File: config.mk
export PLATFORM = sky130hd
export DESIGN_NAME = ata_tf_top
export DESIGN_NICKNAME = d
export VERILOG_FILES = /design/src/rtl/ata_tf_pkg.sv /design/src/rtl/ata_tf_ctrl.sv /design/src/rtl/ata_tf_regs.sv /design/src/rtl/ata_tf_top.sv
export SDC_FILE = /design/constraint.sdc
export NUM_CORES = 1
export LEC_CHECK = 0
export CAP_MARGIN = 5
export CORE_MARGIN = 2
export CORE_UTILIZATION = 36
export CTS_CLUSTER_DIAMETER = 50
export CTS_CLUSTER_SIZE = 16
export DETAILED_ROUTE_END_ITERATION = 8
export GPL_TIMING_DRIVEN = 0
export PLACE_DENSITY_LB_ADDON = 0.2
export SYNTH_ARGS = -nofsm -noshare
export SYNTH_HDL_FRONTEND = slang
export SYNTH_SLANG_ARGS = --single-unit
File: constraint.sdc
create_clock -name clk -period 2.2 [get_ports clk]
set_input_delay 0.33 -clock clk [delete_from_list [all_inputs] [get_ports clk]]
set_output_delay 0.33 -clock clk [all_outputs]
set_load 0.01 [all_outputs]
File: src/rtl/ata_tf_pkg.sv
package ata_tf_pkg;
  localparam int TF_ADDR_W   = 3;
  localparam int TF_N_SHADOW = 5;
  localparam int TF_SHD_W    = $clog2(TF_N_SHADOW);

  // offsets whose meaning the downstream software relies on
  localparam logic [TF_ADDR_W-1:0] OFF_DATA  = 3'd0;
  localparam logic [TF_ADDR_W-1:0] OFF_ERRFT = 3'd1;
  localparam logic [TF_ADDR_W-1:0] OFF_CNT   = 3'd2;
  localparam logic [TF_ADDR_W-1:0] OFF_DRV   = 3'd6;
  localparam logic [TF_ADDR_W-1:0] OFF_STCMD = 3'd7;
  localparam logic [TF_ADDR_W-1:0] OFF_CTL   = 3'd6;

  localparam int SRST_BIT = 2;
  localparam int NIEN_BIT = 1;

  typedef enum logic [2:0] {
    ACT_NONE     = 3'd0,
    ACT_DATA_RD  = 3'd1,
    ACT_DATA_WR  = 3'd2,
    ACT_STAT_RD  = 3'd3,
    ACT_SELECT   = 3'd4,
    ACT_CMD      = 3'd5,
    ACT_SRST_SET = 3'd6,
    ACT_SRST_CLR = 3'd7
  } actCode_e;

  typedef enum logic [1:0] {
    DEV_IDLE_SEL  = 2'd0,
    DEV_IDLE_NSEL = 2'd1,
    DEV_SRST      = 2'd2
  } devState_e;

  typedef enum logic [2:0] {
    SEL_ZERO = 3'd0,
    SEL_DATA = 3'd1,
    SEL_ERR  = 3'd2,
    SEL_SHD  = 3'd3,
    SEL_STAT = 3'd4,
    SEL_BAD  = 3'd5
  } rdSel_e;

  typedef struct packed {
    logic                   weData;
    logic [TF_N_SHADOW-1:0] weShadow;
    logic                   weCmd;
    logic                   weCtl;
    logic                   rdEn;
    rdSel_e                 rdSel;
    logic [TF_SHD_W-1:0]    shdIdx;
  } tfStrobe_t;
endpackage

File: src/rtl/ata_tf_ctrl.sv
module ata_tf_ctrl
  import ata_tf_pkg::*;
(
  input  logic                 clk,
  input  logic                 rstN,
  input  logic                 devId,
  input  logic                 busValid,
  input  logic                 busWrite,
  input  logic                 busCtl,
  input  logic [TF_ADDR_W-1:0] busAddr,
  input  logic                 srstReq,
  output tfStrobe_t            stb,
  output actCode_e             action,
  output logic                 badAccess,
  output devState_e            devState
);
  logic      devIdReg;
  devState_e idleState;
  devState_e nextState;
  actCode_e  actNext;
  logic      badNext;

  assign idleState = devIdReg ? DEV_IDLE_NSEL : DEV_IDLE_SEL;

  always_comb begin
    stb       = '0;
    stb.rdSel = SEL_ZERO;
    actNext   = ACT_NONE;
    badNext   = 1'b0;
    nextState = devState;
    if (busValid) begin
      if (!busCtl) begin
        if (busWrite) begin
          unique case (busAddr)
            OFF_DATA: begin
              stb.weData = 1'b1;
              actNext    = ACT_DATA_WR;
            end
            OFF_ERRFT: ;
            OFF_STCMD: begin
              stb.weCmd = 1'b1;
              actNext   = ACT_CMD;
            end
            default: begin
              stb.weShadow[TF_SHD_W'(busAddr - OFF_CNT)] = 1'b1;
              if (busAddr == OFF_DRV) actNext = ACT_SELECT;
            end
          endcase
        end else begin
          stb.rdEn = 1'b1;
          unique case (busAddr)
            OFF_DATA: begin
              stb.rdSel = SEL_DATA;
              actNext   = ACT_DATA_RD;
            end
            OFF_ERRFT: stb.rdSel = SEL_ERR;
            OFF_STCMD: begin
              stb.rdSel = SEL_STAT;
              actNext   = ACT_STAT_RD;
            end
            default: begin
              stb.rdSel  = SEL_SHD;
              stb.shdIdx = TF_SHD_W'(busAddr - OFF_CNT);
            end
          endcase
        end
      end else if (busAddr == OFF_CTL) begin
        if (busWrite) begin
          stb.weCtl = 1'b1;
          if (srstReq) begin
            nextState = DEV_SRST;
            actNext   = ACT_SRST_SET;
          end else if (devState == DEV_SRST) begin
            nextState = idleState;
            actNext   = ACT_SRST_CLR;
          end
        end else begin
          stb.rdEn  = 1'b1;
          stb.rdSel = SEL_STAT;
        end
      end else begin
        badNext = 1'b1;
        if (!busWrite) begin
          stb.rdEn  = 1'b1;
          stb.rdSel = SEL_BAD;
        end
      end
    end
  end

  always_ff @(posedge clk) begin
    if (!rstN) begin
      devIdReg  <= devId;
      devState  <= devId ? DEV_IDLE_NSEL : DEV_IDLE_SEL;
      action    <= ACT_NONE;
      badAccess <= 1'b0;
    end else begin
      devState  <= nextState;
      action    <= actNext;
      badAccess <= badNext;
    end
  end
endmodule

File: src/rtl/ata_tf_regs.sv
module ata_tf_regs
  import ata_tf_pkg::*;
#(
  parameter int DATA_W = 16,
  parameter int REG_W  = 8
) (
  input  logic              clk,
  input  logic              rstN,
  input  tfStrobe_t         stb,
  input  logic [DATA_W-1:0] busWdata,
  input  logic              stsLoad,
  input  logic [REG_W-1:0]  stsIn,
  input  logic              errLoad,
  input  logic [REG_W-1:0]  errIn,
  output logic [DATA_W-1:0] rdData,
  output logic              nIen,
  output logic [REG_W-1:0]  cmdOpcode
);
  localparam logic [REG_W-1:0] STS_RESET = REG_W'(8'h40);
  localparam logic [REG_W-1:0] ERR_RESET = REG_W'(8'h01);
  localparam logic [REG_W-1:0] BAD_BYTE  = '1;

  logic [DATA_W-1:0] dataReg;
  logic [REG_W-1:0]  shadow [TF_N_SHADOW];
  logic [REG_W-1:0]  statusReg;
  logic [REG_W-1:0]  errorReg;
  logic [DATA_W-1:0] rdNext;
  logic [REG_W-1:0]  shdSel;

  always_ff @(posedge clk) begin
    if (!rstN) begin
      for (int i = 0; i < TF_N_SHADOW; i++) shadow[i] <= '0;
    end else begin
      for (int i = 0; i < TF_N_SHADOW; i++)
        if (stb.weShadow[i]) shadow[i] <= busWdata[REG_W-1:0];
    end
  end

  always_ff @(posedge clk) begin
    if (!rstN) begin
      dataReg   <= '0;
      cmdOpcode <= '0;
      nIen      <= 1'b0;
      statusReg <= STS_RESET;
      errorReg  <= ERR_RESET;
      rdData    <= '0;
    end else begin
      if (stb.weData) dataReg <= busWdata;
      if (stb.weCmd) cmdOpcode <= busWdata[REG_W-1:0];
      if (stb.weCtl) nIen <= busWdata[NIEN_BIT];
      if (stsLoad) statusReg <= stsIn;
      if (errLoad) errorReg <= errIn;
      if (stb.rdEn) rdData <= rdNext;
    end
  end

  always_comb begin
    shdSel = '0;
    for (int i = 0; i < TF_N_SHADOW; i++)
      if (stb.shdIdx == TF_SHD_W'(i)) shdSel = shadow[i];
  end

  always_comb begin
    unique case (stb.rdSel)
      SEL_DATA: rdNext = dataReg;
      SEL_ERR:  rdNext = DATA_W'(errorReg);
      SEL_SHD:  rdNext = DATA_W'(shdSel);
      SEL_STAT: rdNext = DATA_W'(statusReg);
      SEL_BAD:  rdNext = DATA_W'(BAD_BYTE);
      default:  rdNext = '0;
    endcase
  end
endmodule

File: src/rtl/ata_tf_top.sv
module ata_tf_top
  import ata_tf_pkg::*;
#(
  parameter int DATA_W = 16,
  parameter int REG_W  = 8
) (
  input  logic                 clk,
  input  logic                 rstN,
  input  logic                 devId,
  input  logic                 busValid,
  input  logic                 busWrite,
  input  logic                 busCtl,
  input  logic [TF_ADDR_W-1:0] busAddr,
  input  logic [DATA_W-1:0]    busWdata,
  input  logic                 stsLoad,
  input  logic [REG_W-1:0]     stsIn,
  input  logic                 errLoad,
  input  logic [REG_W-1:0]     errIn,
  output logic [DATA_W-1:0]    rdData,
  output logic [2:0]           action,
  output logic                 badAccess,
  output logic [1:0]           devState,
  output logic                 nIen,
  output logic [REG_W-1:0]     cmdOpcode
);
  tfStrobe_t stb;
  actCode_e  actCode;
  devState_e devSt;

  ata_tf_ctrl u_ctrl (
    .clk       (clk),
    .rstN      (rstN),
    .devId     (devId),
    .busValid  (busValid),
    .busWrite  (busWrite),
    .busCtl    (busCtl),
    .busAddr   (busAddr),
    .srstReq   (busWdata[SRST_BIT]),
    .stb       (stb),
    .action    (actCode),
    .badAccess (badAccess),
    .devState  (devSt)
  );

  ata_tf_regs #(.DATA_W(DATA_W), .REG_W(REG_W)) u_regs (
    .clk       (clk),
    .rstN      (rstN),
    .stb       (stb),
    .busWdata  (busWdata),
    .stsLoad   (stsLoad),
    .stsIn     (stsIn),
    .errLoad   (errLoad),
    .errIn     (errIn),
    .rdData    (rdData),
    .nIen      (nIen),
    .cmdOpcode (cmdOpcode)
  );

  assign action   = actCode;
  assign devState = devSt;
endmodule

# --- Word level (Yosys, flattened, before mapping) ---
# Memories as Yosys holds them, arrays and structs flattened.
# Index checks and enable logic that the tools add are counted.
# Widths: inputs -> output; s select.
totals:
  elab_cells: 109
  input_bits: 43
  output_inout_bits: 31
  ram_bits: 40
  ff_bits: 64
  n_memories: 1
memory_table:
  columns: ["name", "words", "word_bits", "rd", "rd_ports_with_merged_regs", "write_ports", "line", "rtl"]
  rows:
  - ["u_regs.shadow", 5, 8, 5, 0, 5, "ata_tf_regs.sv:24", "logic [REG_W-1:0] shadow [TF_N_SHADOW];"]
op_classes:
  mux: 65
  bitwise: 5
  reduce_logical: 7
  magnitude_cmp: 2
  n_eq_ne: 18
  add_sub_neg: 1
ops:
  columns: ["cell", "n"]
  rows:
  - ["$mux 8", 10]
  - ["$pmux 16 s5", 1]
  - ["$mux 3", 9]
  - ["$mux 1", 25]
  - ["$mux 7", 3]
  - ["$pmux 3 s3", 2]
  - ["$mux 4", 4]
  - ["$eq 3x3->1 const B", 5]
  - ["$mux 15", 1]
  - ["$mux 2", 7]
  - ["$eq 3x2->1 const B", 4]
  - ["$eq 3x1->1 const B", 3]
  - ["$ne 2x1->1 const B", 4]
  - ["$logic_not 3->1", 2]
  - ["$mux 5", 1]
  - ["$or 1x1->1", 5]
  - ["$reduce_and 5->1", 1]
  - ["$lt 3x4->1 const B", 1]
  - ["$pmux 2 s2", 1]
  - ["$demux 1 s3", 1]
  - ["$ge 3x1->1 const B", 1]
  - ["$ne 3x1->1 const B", 1]
  - ["$reduce_and 3->1", 1]
  - ["$reduce_or 3->1", 1]
  - ["other kinds (4)", 4]

# --- Longest topological paths before layout ---
# Gate-level depths: netlist of run 1.
depth:
  depth_word: 16
  depth_mapped: 8

# --- Cells and area by module ---
# From an unflattened synthesis of run 1, not the netlist that was laid out.
hier_totals:
  hier_cells: 375
  area_unflattened_um2: 4533.1
by_module_without_submodules:
  columns: ["mod", "seq_area_each_um2", "area_per_inst_um2", "cells_each", "n_inst"]
  rows:
  - ["ata_tf_regs", 2342.2, 3965.1, 304, 1]
  - ["ata_tf_ctrl", 170.2, 568.0, 71, 1]

# --- Worst setup path after synthesis of run 1 ---
# No wires, ideal clock.
synth_timing:
  path_kind: "input-to-reg"
  start: "input port busAddr[1]"
  end: "register u_regs.rdData[7]"
  setup_time_ns: 0.088
  required_time_ns: 2.112
  path_slack_ns: 0.084
  t_arrival_ns: 2.028
  cell_stages: 8
  path_cell_list: "buf_4 -> inv_1 -> ha_1 -> nor2b_1 -> clkbuf_1 -> o311a_1 -> o221a_1 -> o32ai_2"
synth_between:
  elab_chain_cells: 13
  elab_cells_between_ends: 29
  classes_between: "1 x add/sub; 12 x eq/ne; 13 x mux; 3 x reduce/logical"
synth_rtl:
  columns: ["item", "line", "rtl"]
  rows:
  - ["from (decl)", "ata_tf_top.sv:13", "input logic [TF_ADDR_W-1:0] busAddr,"]
  - ["parallel branches: the longest is 5 deep, another holds $sub 3x2->3", null, null]
  - ["$mux 15 (*)", "ata_tf_ctrl.sv:31", "if (busValid) begin"]
  - ["$logic_not 3->1", "ata_tf_regs.sv:60", "if (stb.shdIdx == TF_SHD_W'(i)) shdSel = shadow[i];"]
  - ["$mux 8 (5 in series)", "ata_tf_regs.sv:60", null]
  - ["$pmux 16 s5", "ata_tf_regs.sv:64", "unique case (stb.rdSel)"]
  - ["to (signal assigned)", "ata_tf_regs.sv:53", "if (stb.rdEn) rdData <= rdNext;"]
  - ["to (decl)", "ata_tf_regs.sv:15", "output logic [DATA_W-1:0] rdData,"]
# Mark *: on every way between the ends.
# A chain may end at the register's enable or synchronous reset.

# --- Worst setup path in the final report of run 1 ---
# Same ends and word-level chain as after synthesis.

==> impl_metrics.json, run 1 <==
{
  "outcome": "finished, final reports clean",
  "grt-ovfl-total": 0,
  "crit_required_ps": 2460,
  "dp_hpwl_um": 8220,
  "synth_ff_type": "dfxtp_1",
  "fin_cells": 651,
  "wl_per_cell_um": 17.3,
  "placement.io_buffers": 69,
  "die_width_um": 115,
  "die_y_um": 115,
  "antennaDiodeCount": 0,
  "final_cell_mix": "clkdlybuf4s50_1 (67), dfxtp_1 (61), edfxtp_1 (43)",
  "path_clk_slew_ps": 70,
  "synth_top_cell_by_area": "edfxtp_1",
  "met3_usage_pct": 3.97,
  "clk_latency_ps": 350,
  "track_usage_pct": 17.7,
  "p_seq_share_pct": 51.2,
  "grt_max_degree": 18,
  "dieArea_um2": 13100,
  "synth.distinct_cells": 44,
  "wirelength_um": 11300,
  "slew_violations": 0,
  "ys_warn_count": 0,
  "path_class": "in -> reg",
  "hold_viol_final": 0,
  "boundaryPins": 74,
  "rsz0062_at_grt": "yes",
  "numCtsBuffers": 9,
  "finalSetupTns_ps": 0,
  "peakVddDrop_v": 0.000365,
  "place.gp.congestion": 0.822,
  "worstPathArrival_ps": 2370,
  "busiest_layer": "met2",
  "avgSynthCellArea_um2": 10.5,
  "intPower_mw": 3.17,
  "combPwrFrac_pct": 10.0,
  "pwr_density_cell_nw_per_um2": 725,
  "rrSetupSlack_ps": 930,
  "hold_depth": 2,
  "dr.pass1.iters": 5,
  "clk_path_buf_depth": 2,
  "postSynthCellCount": 417,
  "skew_ps": 7.77,
  "netlist.area_leader.share_pct": 29.4,
  "dpl_worst_slack_ps": -924,
  "period_share_pct": 96.1,
  "post-place-cells": 633,
  "grt_util_met1_pct": 23.8,
  "cp_max_fo": 10,
  "endpoint_kind": "flip-flop",
  "setup_slack_ps": 85.1,
  "start_util_pct": 36.8,
  "dpl_cell_area_um2": 5270,
  "syn_nets": 463,
  "grt_pass1_wl_um": 17600,
  "switching_share_pct": 23.3,
  "antenna_left": 0,
  "nets": 545,
  "cts-root-buf": "clkbuf_16",
  "layout-drive-gt1-share_pct": 11.1,
  "clock-sinks": 104,
  "vias": 3383,
  "grt_use_met2_pct": 28.4,
  "drt-initial-drc-count": 227,
  "clock_power_share_pct": 38.8,
  "antenna_found_initial": 0,
  "ys_async_sr_fraction_pct": 0,
  "max_freq_mhz": 473,
  "leakagePower_nw": 1.98,
  "core_area_um2": 12000,
  "via_per_inst": 5.20,
  "fill_cells": 1134,
  "drc": 0,
  "cts-htree-levels": 3,
  "p_sw_mw": 0.962,
  "synthTopCellsByArea": "edfxtp_1 (29%), dfxtp_1 (28%), mux2i_1 (5.7%), nand3_1 (4.1%), nand2_1 (3.4%)",
  "rows": 40,
  "layout_commonest_cell": "clkdlybuf4s50_1",
  "worstMarginPinSlew_ps": 740,
  "reg2regPathDepth": 3,
  "relSlewSlack_pct": 50.7,
  "maxCapViolCount": 0,
  "final-setup-viol-count": 0,
  "synth_area_um2": 4400,
  "ys_ff_latch": 104,
  "cp-start-kind": "input pin",
  "ctsHoldBuffers": 0,
  "finish.instance_area_um2": 5700,
  "grt_pass1_vias": 3368,
  "yosysSeqAreaShare_pct": 57.1,
  "cts_tree": "yes",
  "synth_edf_count": 43,
  "hp-class": "in -> reg",
  "areaGrowthSynthToFinish_pct": 29.6,
  "fin_crit_ps": 2110,
  "p_total_mw": 4.13
}
-- area by class of cell --
type | instances | area, um^2 | area share [%]
Multi-Input combinational cell | 271 | 1790 | 31.4
Tap cell | 147 | 184 | 3.23
Clock inverter | 6 | 67.6 | 1.19
Clock buffer | 10 | 229 | 4.02
Sequential cell | 104 | 2510 | 44.1
Buffer | 28 | 133 | 2.33
Inverter | 14 | 52.6 | 0.922
Timing Repair Buffer | 71 | 731 | 12.8
-- synth_stat cells (all sizes together) (8+ instances only) --
cell,instances
dfxtp,61
edfxtp,43
nand2,40
nand3,36
nor2,36
a21oi,28
mux2i,25
clkbuf,16
inv,14
and2,12
buf,12
o21ai,12
mux2,9
a22oi,8
or2,8
-- per-stage QoR --
step	utilization, %	hold slack (ps)
5_1_grt	47.7	376
3_5_place_dp	44.1	447
6_report	47.7	363
2_1_floorplan	-	429
4_1_cts	47.0	341
3_3_place_gp	44.1	442
-- registers in the layout, summed over array words and instances, names as in the netlist --
name	cells
u_ctrl.devState	2
u_ctrl.badAccess	1
u_regs.statusReg	8
u_regs.shadow	40
u_ctrl.action	3
u_regs.errorReg	8
u_regs.nIen	1
u_regs.rdData	16
u_regs.dataReg	16
u_regs.cmdOpcode	8
u_ctrl.devIdReg	1
-- cell families (layout without fill, tap and decap cells) --
family | Yosys count | count (layout) | synth area share [%]
xor+xnor | 2 | 2 | 0.398
compound gates | 77 | 77 | 11.9
fa+ha+maj | 3 | 3 | 0.853
flops | 104 | 104 | 57.1
buf+inv | 42 | 129 | 4.07
simple gates | 155 | 155 | 17.7
mux | 34 | 34 | 7.99
-- final timing paths --
kind | start | end
hold / removal | busCtl | u_ctrl.badAccess
setup / recovery | busAddr[1] | u_regs.rdData[7]
hold reg to reg | u_regs.dataReg[10] | u_regs.dataReg[10]
setup reg to reg | u_ctrl.devState[1] | u_ctrl.devState[1]
-- routing by layer --
metal,routed length [um],share of wire (%)
met1,5230,46
met3,705,6.3
met5,0,0
met2,5190,46
met4,130,1.2
-- power by group through the flow --
stage	clock network, mW	logic (mW)	registers (mW)
6_report	1.60	0.411	2.12
4_1_cts	1.62	0.398	2.12
3_3_place_gp	0	0.383	2.16
5_1_grt	1.70	0.447	2.13
3_5_place_dp	0	0.387	2.16
2_1_floorplan	0	0.201	2.16
-- repair_timing --
action | in CTS | in global routing
buffers inserted | 0 | 2
hold endpoints to repair | 0 | 0
pin swaps | 0 | 2
endpoints found under the setup margin | 48 | 82
gates resized for setup | 16 | 10
-- critical path, stage by stage --
cell,delay (ps)
clkdlybuf4s15_2,240
buf_6,160
inv_1,70
ha_1,330
nor2b_1,140
buf_2,190
o311a_4,380
o221a_1,270
o32ai_2,250
(Power assumes the default switching activity.)
==> run 2: changes to the inputs <==
--- a/config.mk
+++ b/config.mk
@@ -9,7 +9,7 @@
 export CORE_MARGIN = 2
 export CORE_UTILIZATION = 36
 export CTS_CLUSTER_DIAMETER = 50
-export CTS_CLUSTER_SIZE = 16
+export CTS_CLUSTER_SIZE = 14
 export DETAILED_ROUTE_END_ITERATION = 8
 export GPL_TIMING_DRIVEN = 0
 export PLACE_DENSITY_LB_ADDON = 0.2
==> results of run 2 <==
The final DEF is identical to that of run 1; final timing and power are the same.
==> run 3: changes to the inputs <==
--- a/config.mk
+++ b/config.mk
@@ -6,13 +6,14 @@
 export NUM_CORES = 1
 export LEC_CHECK = 0
 export CAP_MARGIN = 5
-export CORE_MARGIN = 2
+export CORE_MARGIN = 4
 export CORE_UTILIZATION = 36
 export CTS_CLUSTER_DIAMETER = 50
 export CTS_CLUSTER_SIZE = 14
 export DETAILED_ROUTE_END_ITERATION = 8
 export GPL_TIMING_DRIVEN = 0
 export PLACE_DENSITY_LB_ADDON = 0.2
+export SLEW_MARGIN = 25
 export SYNTH_ARGS = -nofsm -noshare
 export SYNTH_HDL_FRONTEND = slang
 export SYNTH_SLANG_ARGS = --single-unit
==> constraint.sdc (replaced) <==
create_clock -name clk -period 1.8 [get_ports clk]
set_input_delay 0.27 -clock clk [delete_from_list [all_inputs] [get_ports clk]]
set_output_delay 0.27 -clock clk [all_outputs]
set_load 0.01 [all_outputs]
==> run 3 against run 2 <==
Against the previous run: global-route usage is 1.2 points lower; power is 21% higher; sequential power is 22% higher; wire length is 3.2% higher; critical path depth is 1 lower; largest power group unchanged; worst setup slack worse by 31 ps; final area is 1.8% higher.
==> impl_metrics.json, run 3 (same netlist as run 1, synthesis figures left out) <==
{
  "outcome": "finished, final reports clean",
  "endpoint_kind": "flip-flop",
  "rsz0062_at_grt": "no",
  "setup_slack_ps": 54.0,
  "critical-path-top-delay-family": "compound AO/OA/AOI/OAI gates",
  "clk_latency_ps": 350,
  "nets": 551,
  "cts-htree-levels": 3,
  "hold_depth": 2,
  "rows": 40,
  "antennaDiodeCount": 0,
  "numCtsBuffers": 9,
  "intPower_mw": 3.83,
  "antenna_left": 0,
  "placement.io_buffers": 69,
  "dpl_cell_area_um2": 5320,
  "crit_slowest_cell": "nor2b_4",
  "boundaryPins": 74,
  "layout_commonest_cell": "clkdlybuf4s50_1",
  "switching_share_pct": 23.7,
  "layout-drive-gt1-share_pct": 13.9,
  "hold_viol_final": 0,
  "drc": 0,
  "period_share_pct": 97.0,
  "dp_hpwl_um": 8420,
  "grt-ovfl-total": 0,
  "areaGrowthSynthToFinish_pct": 31.9,
  "cp.depth": 8,
  "grt_pass1_vias": 3415,
  "multi_input_area_um2": 1840,
  "path_class": "in -> reg",
  "regMostFlops": "u_regs.shadow",
  "fin_crit_ps": 1750,
  "die_width_um": 119,
  "start_util_pct": 36.6,
  "dpl_worst_slack_ps": -938,
  "dieArea_um2": 14100,
  "skew_ps": 6.27,
  "cp_max_fo": 10,
  "p_seq_share_pct": 51.6,
  "finalSetupTns_ps": 0,
  "leakagePower_nw": 2.04,
  "antenna_found_initial": 0,
  "core_area_um2": 12000,
  "grt_pass1_wl_um": 18200,
  "cts-root-buf": "clkbuf_16",
  "dr.pass1.iters": 5,
  "relSlewSlack_pct": 60.2,
  "clock_power_share_pct": 37.8,
  "via_per_inst": 5.27,
  "wl_per_cell_um": 17.7,
  "pwr_density_cell_nw_per_um2": 864,
  "wirelength_um": 11600,
  "place.gp.congestion": 0.802,
  "timing.hold.ws_ps": 292,
  "reg2regPathDepth": 4,
  "p_total_mw": 5.02,
  "worstMarginPinSlew_ps": 596,
  "largest_reg_flops": 40,
  "path_clk_slew_ps": 70,
  "final_cell_mix": "clkdlybuf4s50_1 (65), dfxtp_1 (61), edfxtp_1 (43)",
  "slew_violations": 0,
  "track_usage_pct": 16.5,
  "worstPathArrival_ps": 1990,
  "register_area_um2": 2510,
  "cts_tree": "yes",
  "finish.instance_area_um2": 5800,
  "crit_required_ps": 2040,
  "drt-initial-drc-count": 224,
  "combPwrFrac_pct": 10.6,
  "grt_max_degree": 18,
  "vias": 3465,
  "maxCapViolCount": 0,
  "cp-start-kind": "input pin",
  "fill_cells": 1165,
  "clock-sinks": 104,
  "reg.largest.list": "u_regs.shadow x40, u_regs.dataReg x16, u_regs.rdData x16",
  "max_freq_mhz": 573,
  "cp_cell_sequence": "clkdlybuf4s15_2 > buf_6 > inv_2 > ha_4 > nor2b_4 > o311a_4 > o221ai_1 > a31o_1",
  "hp-class": "in -> reg",
  "crit_path_max_incr_delay_ps": 310,
  "peakVddDrop_v": 0.000589,
  "clk_path_buf_depth": 2,
  "p_sw_mw": 1.19,
  "final-setup-viol-count": 0,
  "die_y_um": 119,
  "crit_buf_inv": 3
}
## run 3: cell count changes in the layout (fill, tap and decap cells not counted), sizes merged
| cell | delta |
|---|---|
| clkbuf | +2 |
| clkdlybuf4s50 | -2 |
| bufinv | -1 |
| dlygate4sd2 | +1 |
| buf | +4 |
| clkinvlp | -1 |
| inv | +2 |
| clkdlybuf4s15 | +1 |
## run 3: per-stage QoR
stage,instances,utilization [%]
after floorplan,417,-
after global placement,633,44.1
after detailed placement,633,44.3
after CTS,657,48.3
after global routing,657,48.3
final,657,48.3
## run 3: area by class of cell
| class | count | area share, % |
|---|---|---|
| multi-input combinational | 271 | 31.7 |
| tap | 147 | 3.17 |
| sequential | 104 | 43.3 |
| clock buffer | 10 | 4.31 |
| inverter | 14 | 0.906 |
| buffer | 27 | 2.39 |
| clock inverter | 6 | 0.690 |
| timing repair buffer | 78 | 13.5 |
## run 3: worst paths after layout
kind,startpoint,end,slack [ps]
worst min register to register,u_regs.dataReg[9],u_regs.dataReg[9],460
worst min-delay path,busCtl,u_ctrl.badAccess,290
worst max-delay path,busAddr[1],u_regs.rdData[1],50
worst max register to register,u_regs.shadow[0][25],u_regs.rdData[1],550
## run 3: routing by layer
| metal | up-vias | GRT usage [%] | routed length, um |
|---|---|---|---|
| met5 | - | 0 | 0 |
| met4 | 0 | 4.34 | 134 |
| met3 | 13 | 4.40 | 641 |
| met2 | 121 | 26.2 | 5410 |
| met1 | 1659 | 22.3 | 5430 |
| li1 | 1672 | - | - |
## run 3: repair_timing
action	CTS	global route
buffers inserted	9	0
gates resized for setup	34	1
setup endpoints to repair	108	8
pin swaps	4	1
hold buffers	0	0
## run 3: power groups by stage
stage | Combinational, mW | Sequential (mW) | Clock [mW]
floorplan | 0.252 | 2.64 | 0
global placement | 0.474 | 2.64 | 0
detailed placement | 0.481 | 2.64 | 0
CTS | 0.530 | 2.59 | 1.95
global route | 0.569 | 2.60 | 2.03
finish | 0.531 | 2.59 | 1.90
